## src/rtl/wk_pkg.sv

```systemverilog
package wk_pkg;
    typedef enum logic [1:0] {
        REG_EN  = 2'd0,
        REG_POL = 2'd1,
        REG_RAW = 2'd2,
        REG_MSK = 2'd3
    } wk_reg_e;

    localparam int unsigned NUM_GROUPS = 2;
    localparam int unsigned ADDR_W     = 5;
endpackage

```

## src/rtl/wk_sync.sv

```systemverilog
module wk_sync #(
    parameter int unsigned WIDTH  = 32,
    parameter int unsigned STAGES = 2
) (
    input  logic             clk,
    input  logic             rst,
    input  logic [WIDTH-1:0] din,
    output logic [WIDTH-1:0] dout
);
    logic [WIDTH-1:0] stg_d [STAGES];
    logic [WIDTH-1:0] stg_q [STAGES];

    always_comb begin
        stg_d[0] = din;
        for (int i = 1; i < STAGES; i++) begin
            stg_d[i] = stg_q[i-1];
        end
    end

    always_ff @(posedge clk) begin
        for (int i = 0; i < STAGES; i++) begin
            if (rst) stg_q[i] <= '0;
            else     stg_q[i] <= stg_d[i];
        end
    end

    assign dout = stg_q[STAGES-1];
endmodule

```

## src/rtl/wk_edge.sv

```systemverilog
module wk_edge #(
    parameter int unsigned WIDTH = 32
) (
    input  logic             clk,
    input  logic             rst,
    input  logic [WIDTH-1:0] lvl,
    input  logic [WIDTH-1:0] pol,
    output logic [WIDTH-1:0] evt
);
    typedef struct packed {
        logic [WIDTH-1:0] prev;
    } edge_state_t;

    edge_state_t st_d, st_q;

    always_comb begin
        st_d      = st_q;
        st_d.prev = lvl;
    end

    always_ff @(posedge clk) begin
        if (rst) st_q <= '0;
        else     st_q <= st_d;
    end

    // rising when polarity is 1, falling when polarity is 0
    assign evt = (pol & lvl & ~st_q.prev) | (~pol & ~lvl & st_q.prev);
endmodule

```

## src/rtl/wk_group.sv

```systemverilog
module wk_group #(
    parameter int unsigned     WIDTH       = 32,
    parameter int unsigned     SYNC_STAGES = 2,
    parameter logic [WIDTH-1:0] POL_RST    = '0
) (
    input  logic             clk,
    input  logic             rst,
    input  logic [WIDTH-1:0] src,
    input  logic             wr_en,
    input  logic             wr_pol,
    input  logic             wr_clr,
    input  logic [WIDTH-1:0] wdata,
    output logic [WIDTH-1:0] en,
    output logic [WIDTH-1:0] pol,
    output logic [WIDTH-1:0] raw,
    output logic [WIDTH-1:0] msk
);
    typedef struct packed {
        logic [WIDTH-1:0] en;
        logic [WIDTH-1:0] pol;
        logic [WIDTH-1:0] raw;
    } grp_state_t;

    grp_state_t       st_d, st_q;
    logic [WIDTH-1:0] lvl;
    logic [WIDTH-1:0] evt;
    logic [WIDTH-1:0] clr;

    wk_sync #(.WIDTH(WIDTH), .STAGES(SYNC_STAGES)) u_sync (
        .clk  (clk),
        .rst  (rst),
        .din  (src),
        .dout (lvl)
    );

    wk_edge #(.WIDTH(WIDTH)) u_edge (
        .clk (clk),
        .rst (rst),
        .lvl (lvl),
        .pol (st_q.pol),
        .evt (evt)
    );

    assign clr = wr_clr ? wdata : '0;

    always_comb begin
        st_d = st_q;
        if (wr_en)  st_d.en  = wdata;
        if (wr_pol) st_d.pol = wdata;
        // a new edge wins over a clear of the same bit
        st_d.raw = (st_q.raw & ~clr) | evt;
    end

    always_ff @(posedge clk) begin
        if (rst) begin
            st_q.en  <= '0;
            st_q.pol <= POL_RST;
            st_q.raw <= '0;
        end else begin
            st_q <= st_d;
        end
    end

    assign en  = st_q.en;
    assign pol = st_q.pol;
    assign raw = st_q.raw;
    assign msk = st_q.raw & st_q.en;

    // a latch bit only falls where a clear was written
    p_clear_only_r5: assert property (@(posedge clk) disable iff (rst)
        ((~raw & $past(raw) & ~$past(clr)) == '0));

    // an edge coinciding with a clear leaves the bit set
    p_race_keep_r6: assert property (@(posedge clk) disable iff (rst)
        (($past(evt & clr) & ~raw) == '0));

    // an edge latches whatever the enable
    p_latch_any_r3: assert property (@(posedge clk) disable iff (rst)
        (($past(evt) & ~raw) == '0));
endmodule

```

## src/rtl/wk_unit.sv

```systemverilog
module wk_unit
    import wk_pkg::*;
#(
    parameter int unsigned      N_SRC       = 32,
    parameter int unsigned      SYNC_STAGES = 2,
    parameter logic [N_SRC-1:0] PIN_POL_RST = '0,
    parameter logic [N_SRC-1:0] INT_POL_RST = N_SRC'(32'h0000_0007)
) (
    input  logic              clk,
    input  logic              rst,
    input  logic [N_SRC-1:0]  pin_src,
    input  logic [N_SRC-1:0]  int_src,
    input  logic              bus_sel,
    input  logic              bus_we,
    input  logic [ADDR_W-1:0] bus_addr,
    input  logic [N_SRC-1:0]  bus_wdata,
    output logic [N_SRC-1:0]  bus_rdata,
    output logic              wake_req
);
    typedef struct packed {
        logic wake;
    } top_state_t;

    top_state_t       st_d, st_q;
    logic [N_SRC-1:0] src_v [NUM_GROUPS];
    logic [N_SRC-1:0] en_v  [NUM_GROUPS];
    logic [N_SRC-1:0] pol_v [NUM_GROUPS];
    logic [N_SRC-1:0] raw_v [NUM_GROUPS];
    logic [N_SRC-1:0] msk_v [NUM_GROUPS];
    logic             grp_sel;
    wk_reg_e          reg_sel;
    logic             wr_any;
    logic             any_msk;

    assign src_v[0] = pin_src;
    assign src_v[1] = int_src;
    assign grp_sel  = bus_addr[4];
    assign reg_sel  = wk_reg_e'(bus_addr[3:2]);
    assign wr_any   = bus_sel & bus_we;

    for (genvar g = 0; g < NUM_GROUPS; g++) begin : g_grp
        localparam logic [N_SRC-1:0] POL_INIT = (g == 0) ? PIN_POL_RST : INT_POL_RST;
        logic hit;
        assign hit = wr_any & (grp_sel == (g == 1));

        wk_group #(
            .WIDTH       (N_SRC),
            .SYNC_STAGES (SYNC_STAGES),
            .POL_RST     (POL_INIT)
        ) u_group (
            .clk    (clk),
            .rst    (rst),
            .src    (src_v[g]),
            .wr_en  (hit & (reg_sel == REG_EN)),
            .wr_pol (hit & (reg_sel == REG_POL)),
            .wr_clr (hit & (reg_sel == REG_RAW)),
            .wdata  (bus_wdata),
            .en     (en_v[g]),
            .pol    (pol_v[g]),
            .raw    (raw_v[g]),
            .msk    (msk_v[g])
        );
    end

    always_comb begin
        bus_rdata = '0;
        if (bus_sel && !bus_we) begin
            case (reg_sel)
                REG_EN:  bus_rdata = en_v [grp_sel];
                REG_POL: bus_rdata = pol_v[grp_sel];
                REG_RAW: bus_rdata = raw_v[grp_sel];
                default: bus_rdata = msk_v[grp_sel];
            endcase
        end
    end

    assign any_msk = |(msk_v[0] | msk_v[1]);

    always_comb begin
        st_d      = st_q;
        st_d.wake = any_msk;
    end

    always_ff @(posedge clk) begin
        if (rst) st_q <= '0;
        else     st_q <= st_d;
    end

    assign wake_req = st_q.wake;

    // an enabled latched event raises wake on the next cycle
    p_wake_follow_r7: assert property (@(posedge clk) disable iff (rst)
        any_msk |=> wake_req);

    // wake is high only with a masked event one cycle earlier
    p_wake_cause_r7: assert property (@(posedge clk) disable iff (rst)
        wake_req |-> $past(any_msk));

    // writing the masked status leaves the enables alone
    p_rdonly_r4: assert property (@(posedge clk) disable iff (rst)
        (bus_sel && bus_we && reg_sel == REG_MSK) |=>
            ($stable(en_v[0]) && $stable(en_v[1])));
endmodule

```

## config.mk

```make
export PLATFORM = sky130hd
export DESIGN_NAME = wk_unit
export DESIGN_NICKNAME = d
export VERILOG_FILES = /design/src/rtl/wk_pkg.sv /design/src/rtl/wk_sync.sv /design/src/rtl/wk_edge.sv /design/src/rtl/wk_group.sv /design/src/rtl/wk_unit.sv
export SDC_FILE = /design/constraint.sdc
export NUM_CORES = 1
export LEC_CHECK = 0
export ABC_AREA = 1
export CAP_MARGIN = 25
export CORE_UTILIZATION = 35
export CTS_CLUSTER_DIAMETER = 200
export DETAILED_ROUTE_END_ITERATION = 7
export DONT_BUFFER_PORTS = 1
export PLACE_DENSITY_LB_ADDON = 0.05
export SLEW_MARGIN = 40
export SYNTH_ARGS = -nofsm -noshare
export SYNTH_HDL_FRONTEND = slang
export SYNTH_SLANG_ARGS = --single-unit
```

## constraint.sdc

```tcl
create_clock -name clk -period 2.6 [get_ports clk]
set_input_delay 0.78 -clock clk [delete_from_list [all_inputs] [get_ports clk]]
set_output_delay 0.78 -clock clk [all_outputs]
set_load 0.03 [all_outputs]
```

==> summary.md <==
| Metric | Value |
|---|---|
| Status | finished, violations left |
| Failing checks | setup timing |
| Ys flop type | dfxtp_1 |
| Fmax | 0.383 GHz |
| Reg-to-reg startpoint | g_grp[1].u_group.raw[8] |
| DR iter-0 viols | 595 |
| Arr. time, crit path | 1.83 ns |
| P&R area growth vs syn | 19.9% |
| Grt ovf | 0 |
| Post-synth EDFFs | 0 |
| CP endpoint | bus_rdata[28] |
| Share of cells above drive strength 1 | 10.3% |
| Worst Clk Skew | 0.0121 ns |
| Initial antenna violation count | 0 |
| Period minus WS final | 2.61 ns |
| CTS Hold Bufs | 0 |
| Antenna viol nets, final | 0 |
| Synth cell count leaders | 385 x dfxtp_1, 324 x inv_1, 248 x nor2_1, 239 x o21ai_0, 238 x nand2_1 |
| Syn Std Cell Area | 14900 um2 |
| Antenna diodes | 0 |
| Largest net degree at the start of global routing | 259 |
| Row count | 75 |
| Total of max-cap violations | 0 |
| Clock latency on the worst-skew pair | 0.56 ns |
| Avg Inst Size Synth | 7.51 um2 |
| Netlist cell types | 23 |
| #FFs+latches synth | 385 |
| Final hold violations | 0 |
| Clk slew on worst S/H paths | 0.05 ns |
| Die W | 208 um |
| # IOs | 138 |
| Worst Tran Pin Value | 0.544 ns |
| Reg2Reg Depth | 8 |
| CTS tree | built |
| Synth warn | 0 |
| Vias in the first global route | 11771 |
| Core box area | 41900 um2 |
| Worst path required time | 1.82 ns |
| Static Leak | 7.25 nW |
| CTS Buffer Depth | 3 |
| Min-Delay Path Class | input pin to flop |
| RSZ-0062 raised after global routing | true |
| Synth top area share | 51.8% |
| Final Cycle Share | 100% |
| Mapped Nets | 2088 |
| Tot GR Track Use | 19.5% |
| # fillers | 4300 |
| Initial DRT Pass Iterations | 5 |
| Setup Crit Path Kind | input pin to output port |
| Port Buffers | 0 |
| Post-Synthesis Cells | 1983 |
| Worst R2R End | wake_req |
| CTS sink count | 385 |
| Die height | 208 um |
| Routed via count | 12322 |
| Final setup margin | -0.00833 ns |
| RD Place Congestion | 0.750 |
| Global-route wire length before repair | 65.8 mm |
| Starting Density | 35.5% |
| Final Util | 42.6% |
| Startpoint types | input pin |
| VDD IR-drop max | 496 uV |
| Async set-reset flop share out of synthesis | 0% |
| WL/cell | 16.5 um |
| Num CTS Buffers | 44 |
| H-tree levels | 2 |
| Final wirelength | 42.2 mm |
| CP startpoint | bus_addr[2] |
| Crit end category | output port |
| PwrDens | 743 nW/um2 |
| Synth area leader | dfxtp_1 |
| Top-count cell post-synth | dfxtp_1 |
| Pre-CTS WS | -0.0714 ns |
| Final setup violation count | 2 |
| Post-DP HPWL | 25.2 mm |
| Drc violations | 0 |
| Synth area leaders | dfxtp_1 52%, inv_1 8.2%, o21ai_0 8.0% |
| Root Driver | clkbuf_16 |
| Sequential fraction of the synthesis area | 51.8% |
| Slew Viols, Final | 0 |
| Total die area | 43400 um2 |
| Slew margin rel. | 63.7% |
| Fin nets | 2094 |
| Vias per cell | 4.81 |
| CP Max Fanout | 15 |
| Setup slack, reg-to-reg | 1.28 ns |
## layout make-up
| class | instances | area [um2] | area share, % |
|---|---|---|---|
| sequential | 385 | 7710 | 43.2 |
| tap | 539 | 674 | 3.78 |
| multi-input combinational | 1166 | 5730 | 32.1 |
| clock inverter | 12 | 113 | 0.631 |
| clock buffer | 66 | 1330 | 7.42 |
| inverter | 326 | 1230 | 6.90 |
| timing repair buffer | 66 | 1070 | 5.99 |
## worst min path at each step
stage	startpoint	end	slack, ns	cells after the start
2_1_floorplan	g_grp[0].u_group.u_sync.stg_q[0][0]	g_grp[0].u_group.u_sync.stg_q[1][0]	0.39	2
3_3_place_gp	g_grp[1].u_group.u_sync.stg_q[0][6]	g_grp[1].u_group.u_sync.stg_q[1][6]	0.39	2
3_5_place_dp	g_grp[1].u_group.u_sync.stg_q[0][18]	g_grp[1].u_group.u_sync.stg_q[1][18]	0.39	2
4_1_cts	rst	g_grp[1].u_group.u_sync.stg_q[0][19]	0.27	1
5_1_grt	rst	g_grp[1].u_group.u_sync.stg_q[0][19]	0.27	1
6_report	rst	g_grp[1].u_group.u_sync.stg_q[0][19]	0.31	1
## state kept, by name, summed over array words and instances, names as in the netlist
name                        cells
g_grp.u_group.u_sync.stg_q    128
g_grp.u_group.en               64
g_grp.u_group.pol              64
g_grp.u_group.raw              64
g_grp.u_group.u_edge.st_q      64
wake_req                        1
## where the power goes
part,internal (mW),switching (mW)
sequential,6.10,0.111
clock,3.70,2.44
combinational,0.366,0.546
## logic make-up (layout without fill, tap and decap cells)
| group | count (synthesis) | after routing | synth area share, % |
|---|---|---|---|
| flip-flops | 385 | 385 | 51.8 |
| AND/OR/NAND/NOR | 593 | 593 | 16.4 |
| buffers and inverters | 432 | 470 | 11.7 |
| AO/OA/AOI/OAI | 573 | 573 | 20.1 |
## timing repair
item | CTS | global route
pin swaps | 11 | 5
gates cloned | 2 | 1
buffers inserted | 4 | 0
setup endpoints to repair | 15 | 32
gates resized for setup | 21 | 38
## cells in the final DEF, fill, tap and decap left out
cell / n
a21oi_1: 221
and2_1: 29
and2_4: 3
buf_12: 38
buf_16: 2
buf_4: 14
buf_6: 11
bufinv_16: 2
clkbuf_1: 9
clkbuf_16: 46
clkbuf_8: 12
clkinv_2: 10
clkinvlp_4: 1
dfxtp_1: 385
inv_1: 321
inv_2: 2
inv_4: 1
inv_6: 1
nand2_1: 237
nand2_2: 1
nand2_8: 1
nand3_1: 47
nand3_2: 19
nand4_1: 2
nor2_1: 215
nor2_2: 21
nor2_4: 18
o211ai_1: 3
o21ai_0: 239
o21ai_1: 14
o22ai_1: 91
o22ai_2: 5
## worst max-delay path: stages
cell and delay, ns:
nand2_8 0.05, inv_4 0.03, nor2_4 0.13, buf_12 0.14
buf_12 0.15, o22ai_1 0.08, and2_1 0.15, nor2_2 0.16
buf_12 0.14
## metal layers
metal  vias up  wire length (um)  global-route usage [%]
met1      5712             20000                    25.5
met3        52              1900                    3.92
li1       6358                 -                       -
met5         -                 0                       0
met4         0               932                    6.56
met2       200             19400                    32.1
## per-stage QoR
| step | setup TNS [ns] | hold WS [ns] | cell area (um2) | power [mW] | cells |
|---|---|---|---|---|---|
| floorplan | 0 | 0.388 | 15000 | 6.92 | 1983 |
| global placement | -0.687 | 0.391 | 16000 | 7.18 | 2477 |
| detailed placement | -0.372 | 0.394 | 16000 | 7.19 | 2477 |
| CTS | -0.203 | 0.269 | 17600 | 13.5 | 2559 |
| global route | -1.01 | 0.271 | 17900 | 13.8 | 2560 |
| finish | -0.0130 | 0.310 | 17900 | 13.3 | 2560 |
Power figures use the tool's default switching activity.
